`src/rtl/tl_pkg.sv`:
```
package tl_pkg;
  localparam int RUN_LEN = 8;

  typedef enum logic [1:0] {
    SYM_ZERO = 2'b00,
    SYM_POS  = 2'b01,
    SYM_NEG  = 2'b11
  } tsym_e;

  // what the current output slot must carry
  typedef enum logic [1:0] {
    K_DATA = 2'd0,
    K_ZERO = 2'd1,
    K_VIOL = 2'd2,
    K_BIP  = 2'd3
  } kind_e;

  // slot contents of the substitution group 0,0,0,V,B,0,V,B
  function automatic kind_e slot_kind(input int unsigned pos);
    case (pos)
      3, 6:    slot_kind = K_VIOL;
      4, 7:    slot_kind = K_BIP;
      default: slot_kind = K_ZERO;
    endcase
  endfunction
endpackage

```
`src/rtl/tl_window.sv`:
```
module tl_window #(
  parameter int DEPTH = 8
) (
  input  logic clk,
  input  logic rst,
  input  logic shift_en,
  input  logic bit_in,
  output logic bit_out,
  output logic all_zero,
  output logic full
);
  localparam int CW = $clog2(DEPTH + 1);

  logic [DEPTH-1:0] sr;
  logic [CW-1:0]    fill;

  always_ff @(posedge clk) begin
    if (rst) begin
      sr   <= '0;
      fill <= '0;
    end else if (shift_en) begin
      sr <= {sr[DEPTH-2:0], bit_in};
      if (fill != CW'(DEPTH)) fill <= fill + 1'b1;
    end
  end

  assign bit_out  = sr[DEPTH-1];
  assign all_zero = (sr == '0);
  assign full     = (fill == CW'(DEPTH));

  // the fill count never passes the window depth
  assert_fill_bound_R2: assert property (@(posedge clk) disable iff (rst)
    fill <= CW'(DEPTH));
  // once the window is full it stays full until reset
  assert_full_sticky_R2: assert property (@(posedge clk) disable iff (rst)
    full |=> full);
endmodule

```
`src/rtl/tl_subst.sv`:
```
module tl_subst
  import tl_pkg::*;
#(
  parameter int RUN = 8
) (
  input  logic  clk,
  input  logic  rst,
  input  logic  step,
  input  logic  start_ok,
  output kind_e kind
);
  localparam int PW = $clog2(RUN);

  logic [PW-1:0] pos;
  logic          active;

  assign active = (pos != '0);

  always_comb begin
    if (active)        kind = slot_kind(32'(pos));
    else if (start_ok) kind = slot_kind(0);
    else               kind = K_DATA;
  end

  always_ff @(posedge clk) begin
    if (rst) begin
      pos <= '0;
    end else if (step && (active || start_ok)) begin
      pos <= (pos == PW'(RUN - 1)) ? '0 : pos + 1'b1;
    end
  end

  // without a strobe the group position does not move
  assert_pos_hold_R10: assert property (@(posedge clk) disable iff (rst)
    !step |=> $stable(pos));
  // the last slot of a group hands back to fresh detection
  assert_restart_R8: assert property (@(posedge clk) disable iff (rst)
    (step && pos == PW'(RUN - 1)) |=> (pos == '0));
endmodule

```
`src/rtl/tl_polar.sv`:
```
module tl_polar
  import tl_pkg::*;
(
  input  logic       clk,
  input  logic       rst,
  input  logic       step,
  input  kind_e      kind,
  input  logic       data_bit,
  input  logic       pseudo,
  output logic       out_valid,
  output logic [1:0] out_sym
);
  logic  last_pos;
  logic  nxt_last;
  tsym_e sym;

  always_comb begin
    nxt_last = last_pos;
    sym      = SYM_ZERO;
    case (kind)
      K_DATA: begin
        if (data_bit ^ pseudo) begin
          sym      = last_pos ? SYM_NEG : SYM_POS;
          nxt_last = ~last_pos;
        end
      end
      K_BIP: begin
        sym      = last_pos ? SYM_NEG : SYM_POS;
        nxt_last = ~last_pos;
      end
      K_VIOL:  sym = last_pos ? SYM_POS : SYM_NEG;
      default: sym = SYM_ZERO;
    endcase
  end

  always_ff @(posedge clk) begin
    if (rst) begin
      last_pos  <= 1'b0;
      out_valid <= 1'b0;
      out_sym   <= SYM_ZERO;
    end else begin
      out_valid <= step;
      out_sym   <= step ? sym : SYM_ZERO;
      if (step) last_pos <= nxt_last;
    end
  end

  // the unused code 2'b10 never appears
  assert_code_legal_R3: assert property (@(posedge clk) disable iff (rst)
    out_sym != 2'b10);
  // a violation pulse leaves the polarity state alone
  assert_viol_keeps_pol_R6: assert property (@(posedge clk) disable iff (rst)
    (step && kind == K_VIOL) |=> $stable(last_pos));
  // every data pulse flips the polarity state
  assert_mark_flips_R4: assert property (@(posedge clk) disable iff (rst)
    (step && kind == K_DATA && (data_bit ^ pseudo)) |=> (last_pos != $past(last_pos)));
endmodule

```
`src/rtl/bipolar_line_encoder.sv`:
```
module bipolar_line_encoder
  import tl_pkg::*;
#(
  parameter int RUN_LEN = tl_pkg::RUN_LEN
) (
  input  logic       clk,
  input  logic       rst,
  input  logic       in_valid,
  input  logic       in_bit,
  input  logic       pseudo_mode,
  input  logic       subst_en,
  output logic       out_valid,
  output logic [1:0] out_sym
);
  logic  oldest;
  logic  win_zero;
  logic  win_full;
  logic  step;
  logic  start_ok;
  kind_e kind;

  assign step     = in_valid & win_full;
  assign start_ok = subst_en & ~pseudo_mode & win_zero;

  tl_window #(.DEPTH(RUN_LEN)) u_window (
    .clk      (clk),
    .rst      (rst),
    .shift_en (in_valid),
    .bit_in   (in_bit),
    .bit_out  (oldest),
    .all_zero (win_zero),
    .full     (win_full)
  );

  tl_subst #(.RUN(RUN_LEN)) u_subst (
    .clk      (clk),
    .rst      (rst),
    .step     (step),
    .start_ok (start_ok),
    .kind     (kind)
  );

  tl_polar u_polar (
    .clk       (clk),
    .rst       (rst),
    .step      (step),
    .kind      (kind),
    .data_bit  (oldest),
    .pseudo    (pseudo_mode),
    .out_valid (out_valid),
    .out_sym   (out_sym)
  );

  // output appears only on the cycle after a strobe
  assert_valid_follows_R2: assert property (@(posedge clk) disable iff (rst)
    out_valid |-> $past(in_valid));
endmodule

```
`config.mk`:
```
export PLATFORM = sky130hd
export DESIGN_NAME = bipolar_line_encoder
export DESIGN_NICKNAME = d
export VERILOG_FILES = /design/src/rtl/tl_pkg.sv /design/src/rtl/tl_window.sv /design/src/rtl/tl_subst.sv /design/src/rtl/tl_polar.sv /design/src/rtl/bipolar_line_encoder.sv
export SDC_FILE = /design/constraint.sdc
export NUM_CORES = 1
export LEC_CHECK = 0
export ABC_AREA = 1
export BUFFER_PORTS_ARGS = -buffer_cell sky130_fd_sc_hd__buf_2
export CORE_ASPECT_RATIO = 0.8
export CORE_MARGIN = 8
export CORE_UTILIZATION = 40
export CTS_CLUSTER_SIZE = 40
export DETAILED_ROUTE_END_ITERATION = 8
export PLACE_DENSITY = 0.68
export SLEW_MARGIN = 10
export SYNTH_ARGS = -nofsm -noshare
export SYNTH_HDL_FRONTEND = slang
export SYNTH_SLANG_ARGS = --single-unit
```
`constraint.sdc`:
```
create_clock -name clk -period 2.6 [get_ports clk]
set_clock_uncertainty 0.1 [all_clocks]
set_input_delay 0.78 -clock clk [delete_from_list [all_inputs] [get_ports clk]]
set_output_delay 0.78 -clock clk [all_outputs]
set_load 0.1 [all_outputs]
```
==> results.cfg, run 1 <==
[synth]
synth_ff_type = dfxtp_1
ys_types = 23
synth.yosys.seq_area_share_pct = 42.0
synth-edff-count = 0
syn_area_per_cell_sq_um = 7.67
synthesis.nets = 129
yosysWarnings = 0
most_frequent_cells_after_synthesis = dfxtp_1, nor2_1, inv_1
netlist.area_leader.share_pct = 42.0
synth.cell_area_sq_um = 905
cell_type_contributing_the_most_total_cell_area_after_synthesis = dfxtp_1
ys_seq_elements = 19
synth_area_leaders = dfxtp_1, nor2_1, ha_1
synthesis.instances = 118
asyncSetResetFlopFracSynth_pct = 0

[route]
detail_route.wl_per_cell_um = 11.2
drt_iter0_markers = 19
final_antenna_net_count = 0
drt_pass1_iterations = 4
postRouteWirelength_um = 1710
vias = 762
routed_via_count_divided_by_cell_count = 4.98
drt_drc_violations_left = 0

[pwr]
vdd_ir_drop_max_mv = 0.356
p_clk_share_pct = 29.3
share_comb_of_total_power_pct = 10.4
cellPowerDensity_nw_per_um2 = 517
switching_share_pct = 26.4
net_switching_w = 0.000136
power.internal_w = 0.000379
power.share.sequential_pct = 60.4
totalPowerFinal_w = 0.000515
p_leak_nw = 0.460

[worst_setup_path]
critical_path.max_fanout = 1
crit_start = u_polar.out_sym[1]
crit_path_start_kind = flip-flop
path_class = flip-flop to primary output
reg2reg_setup_slack_ps = 1120
path_depth_of_the_worst_reg2reg_path = 7
critPathMaxStageDelay_ps = 420
worstPathCellList = buf_2
setup.worst_path.end_class = primary output
r2r_start = u_subst.pos[0]
worstPathArrival_ps = 1040
crit_cells = 1
capture_point_of_the_worst_path = out_sym[1]
crit_family = buffers and inverters
path_buf_inv = 1
crit-reg2reg-capture = u_subst.pos[0]
master_of_the_slowest_instance_on_the_critical_path = buf_2
crit_required_ps = 1720

[floorplan]
std_cell_rows = 15
fp.dieArea_sq_um = 4050
die_w_um = 69.2
io_pins = 9
start_util_pct = 42.3
die-height_um = 58.5
core_sq_um = 2140

[sta]
final-hold-violation-count = 0
final_critical_path_setup_slack_ps = 677
fin_crit_sh_pct = 74.0
final_max_slew_viol_count = 0
max-slew-margin-rel_pct = 67.5
min_period_ps = 1920
rsz0062_at_grt = false
achievable-frequency_mhz = 520
slew_of_the_pin_with_the_lowest_slew_margin_ps = 490
timing.final.setup_violations = 0
final.setup.tns_ps = 0

[place]
dp.cells = 149
preCtsSetupSlack_ps = 746
port-buffer-count = 8
hpwl_um = 1280
gp_congestion = 0.715

[clock_tree]
postCtsResizedCells = 0
cts_num_sinks = 19
cts-hold-fix-buffers = 0
cts_root_buffer_type = clkbuf_4
tritoncts = done
clkLatencyLatePin_ps = 300
total_number_of_h_tree_levels = 1
post-cts-setup-buffers = 0
clockBufferDepth = 2
clk_transition_reported_paths_ps = 110
tritoncts_buffer_count = 3

[finish]
flow.area_growth_from_synthesis_pct = 9.96
diodes = 0
instances_no_fill = 153
fin_nets = 140
layout-drive-gt1-share_pct = 20.3

[grt]
grt_max_degree = 16
gr-usage-all-layers_pct = 9.13
grt-ovfl-total = 0
vias_in_the_first_global_route = 722
global_route_wire_length_before_repair_um = 3050
antenna_violations_before_repair = 0

[flow_run]
drv_cap = 0

[outcome]
outcome = completed

[worst_hold_path]
worstHoldPathType = flip-flop to flip-flop
-- logic make-up after synthesis --
group | Yosys count | share of synthesized area, %
and+or+nand+nor | 44 | 23.4
DFF | 19 | 42.0
xor gates and xnor gates | 1 | 0.968
AOI/OAI and AO/OA | 29 | 18.3
buffers and inverters | 20 | 8.44
adders and majority gates | 5 | 6.92
-- metal layers --
metal  global-route usage [%]  share of wire (%)
met1                     9.81                 51
met2                     15.2                 42
met4                     4.08                1.5
met5                        0                  0
met3                     4.19                4.9
-- how the worst min path moves through the flow --
stage,end,slack [ps],startpoint,depth (start not counted)
6_report,u_subst.pos[2],390,u_subst.pos[2],2
5_1_grt,u_window.sr[6],410,u_window.sr[6],2
4_1_cts,u_window.sr[6],390,u_window.sr[6],2
3_5_place_dp,u_window.sr[6],370,u_window.sr[6],2
3_3_place_gp,u_window.sr[7],370,u_window.sr[6],2
2_1_floorplan,u_window.sr[6],350,u_window.sr[6],2
-- layout by cell type, fill, tap and decap left out, drive strengths merged --
master / n
nor3: 1
nand2: 12
nand3: 6
clkinv: 3
buf: 8
dfxtp: 19
ha: 5
a211oi: 1
o21bai: 1
clkbuf: 3
inv: 16
o21ai: 16
nor2: 24
nand4: 1
a21oi: 11
xor2: 1
-- per-stage QoR --
| step | cell area [sq um] | util (%) | hold slack (ps) |
|---|---|---|---|
| 4_1_cts | 995 | 46.5 | 390 |
| 3_3_place_gp | 967 | 45.2 | 369 |
| 6_report | 995 | 46.5 | 386 |
| 2_1_floorplan | 905 | - | 349 |
| 3_5_place_dp | 967 | 45.2 | 372 |
| 5_1_grt | 995 | 46.5 | 414 |
-- registers in the layout, indices dropped and copies added (netlist names) --
name / cells
u_window.sr: 8
u_polar.last_pos: 1
u_subst.pos: 3
u_polar.out_valid: 1
u_polar.out_sym: 2
u_window.fill: 4
-- area by class of cell --
cell class	count	area, sq um
clock inverters	1	5.00
repair buffers	8	40.0
clock buffers	3	22.5
inverters	18	67.6
fillers	232	1140
multi-input cells	79	448
well taps	25	31.3
flip-flops and latches	19	380
-- power by group through the flow --
| stage | clock network [W] | logic, W | registers [W] |
|---|---|---|---|
| 4_1_cts | 0.000157 | 0.0000539 | 0.000311 |
| 3_3_place_gp | 0 | 0.0000513 | 0.000317 |
| 6_report | 0.000151 | 0.0000534 | 0.000311 |
| 2_1_floorplan | 0 | 0.0000412 | 0.000315 |
| 3_5_place_dp | 0 | 0.0000535 | 0.000317 |
| 5_1_grt | 0.000172 | 0.0000627 | 0.000312 |
Note: power is estimated with default switching activity, not from simulation.
==> inputs of run 2 (changes only) <==
- clock period: 2.6 -> 1.8 ns (I/O delays scaled with it)
==> run 2 against run 1 <==
Worst hold slack worse by 53 ps. Wire length is 1.0% lower. Count of clock-buffer cells in the layout stayed put. Global-route usage is 0.27 points lower. First-iteration DRC count is 79% higher. Die area stayed put. Combinational power is 49% higher. Cell area is 0.75% higher. Flip-flop and latch count stayed put. Core utilization is 0.35 points higher. Critical path depth stayed put. Critical path type unchanged. Critical endpoint unchanged.
==> results.cfg, run 2 (synthesis gave the netlist of run 1 again) <==
[worst_setup_path]
crit_required_ps = 1160
critical_path.max_fanout = 1
setup.worst_path.end_class = primary output
worstPathCellList = buf_2
path_buf_inv = 1
crit_path_start_kind = flip-flop
crit_family = buffers and inverters
worstPathArrival_ps = 1050
path_class = flip-flop to primary output
critPathMaxStageDelay_ps = 420
master_of_the_slowest_instance_on_the_critical_path = buf_2
reg2reg_setup_slack_ps = 320

[flow_run]
drv_cap = 0

[pwr]
cellPowerDensity_nw_per_um2 = 741
vdd_ir_drop_max_mv = 0.544
p_leak_nw = 0.465

[route]
drt_drc_violations_left = 0
detail_route.wirelength.met1_um = 877
detail_route.wl_per_cell_um = 11.0
vias = 738
routed_via_count_divided_by_cell_count = 4.79
met3_wire_len_um = 60
postRouteWirelength_um = 1690
drt_pass1_iterations = 4
drt_iter0_markers = 34
met2_length_um = 741
highest-signal-layer = met4
final_antenna_net_count = 0

[clock_tree]
clkLatencyLatePin_ps = 300
clockBufferDepth = 2
post-cts-setup-buffers = 0
clk_transition_reported_paths_ps = 120
cts_root_buffer_type = clkbuf_4
tritoncts_buffer_count = 3
cts_num_sinks = 19
cts-hold-fix-buffers = 0
total_number_of_h_tree_levels = 1
tritoncts = done
postCtsResizedCells = 0

[finish]
largest_register = u_window.sr
layout_common_cells = nor2_1, dfxtp_1, inv_1, a21oi_1, nand2_1
flow.area_growth_from_synthesis_pct = 10.8
layout-drive-gt1-share_pct = 20.9
reg.largest.list = u_window.sr: 8 flops, u_window.fill: 4 flops, u_subst.pos: 3 flops
layout.core_utilization_pct = 46.8
largest_register_ff_count = 8
final.fill_count = 214
diodes = 0
fin_nets = 141

[place]
preCtsSetupSlack_ps = 179
gp_congestion = 0.713
hpwl_um = 1300
port-buffer-count = 8

[grt]
gr-usage-all-layers_pct = 8.86
grt-ovfl-total = 0
grt_max_degree = 13
antenna_violations_before_repair = 0
global_route_wire_length_before_repair_um = 2950
vias_in_the_first_global_route = 695

[sta]
slew_of_the_pin_with_the_lowest_slew_margin_ps = 488
final-hold-violation-count = 0
achievable-frequency_mhz = 593
fin_crit_sh_pct = 93.6
final.setup.tns_ps = 0
timing.final.setup_violations = 0
rsz0062_at_grt = false
max-slew-margin-rel_pct = 67.7
min_period_ps = 1690
final_max_slew_viol_count = 0
final_critical_path_setup_slack_ps = 115

[floorplan]
io_pins = 9
std_cell_rows = 15
start_util_pct = 42.3
core_sq_um = 2140
fp.dieArea_sq_um = 4050
die_w_um = 69.2
die-height_um = 58.5

[worst_hold_path]
worstHoldPathType = input pin to flip-flop

[outcome]
outcome = completed
[run 2: report_power, final]
group          switching (W)  internal [W]   total, W
combinational      0.0000490     0.0000303  0.0000793
clock               0.000132     0.0000827   0.000215
sequential         0.0000128      0.000436   0.000449
[run 2: final cells by class]
type	instances	area, sq um	share of cell area, %
timing repair buffer	9	47.5	4.74
clock inverter	1	5.00	0.499
clock buffer	3	22.5	2.25
multi-input combinational	79	448	44.7
tap	25	31.3	3.12
sequential	19	380	38.0
inverter	18	67.6	6.74
[run 2: final timing paths]
kind,start,endpoint,cells after the start
setup / recovery,u_polar.out_sym[1],out_sym[1],1
setup reg to reg,u_window.fill[0],u_window.fill[3],8
hold / removal,rst,u_window.fill[3],2
hold reg to reg,u_window.sr[6],u_window.sr[6],2
[run 2: routing by layer]
metal / vias to the layer above / global-route usage, %
li1: 405 / -
met5: - / 0
met3: 2 / 3.86
met4: 0 / 3.50
met2: 10 / 13.9
met1: 321 / 10.4
[run 2: stage by stage]
stage / cells / hold slack (ps) / total power, W / instance area (sq um)
2_1_floorplan: 118 / 349 / 0.000515 / 905
3_3_place_gp: 150 / 362 / 0.000533 / 975
3_5_place_dp: 150 / 370 / 0.000538 / 975
4_1_cts: 154 / 320 / 0.000755 / 1000
5_1_grt: 154 / 336 / 0.000784 / 1000
6_report: 154 / 333 / 0.000743 / 1000
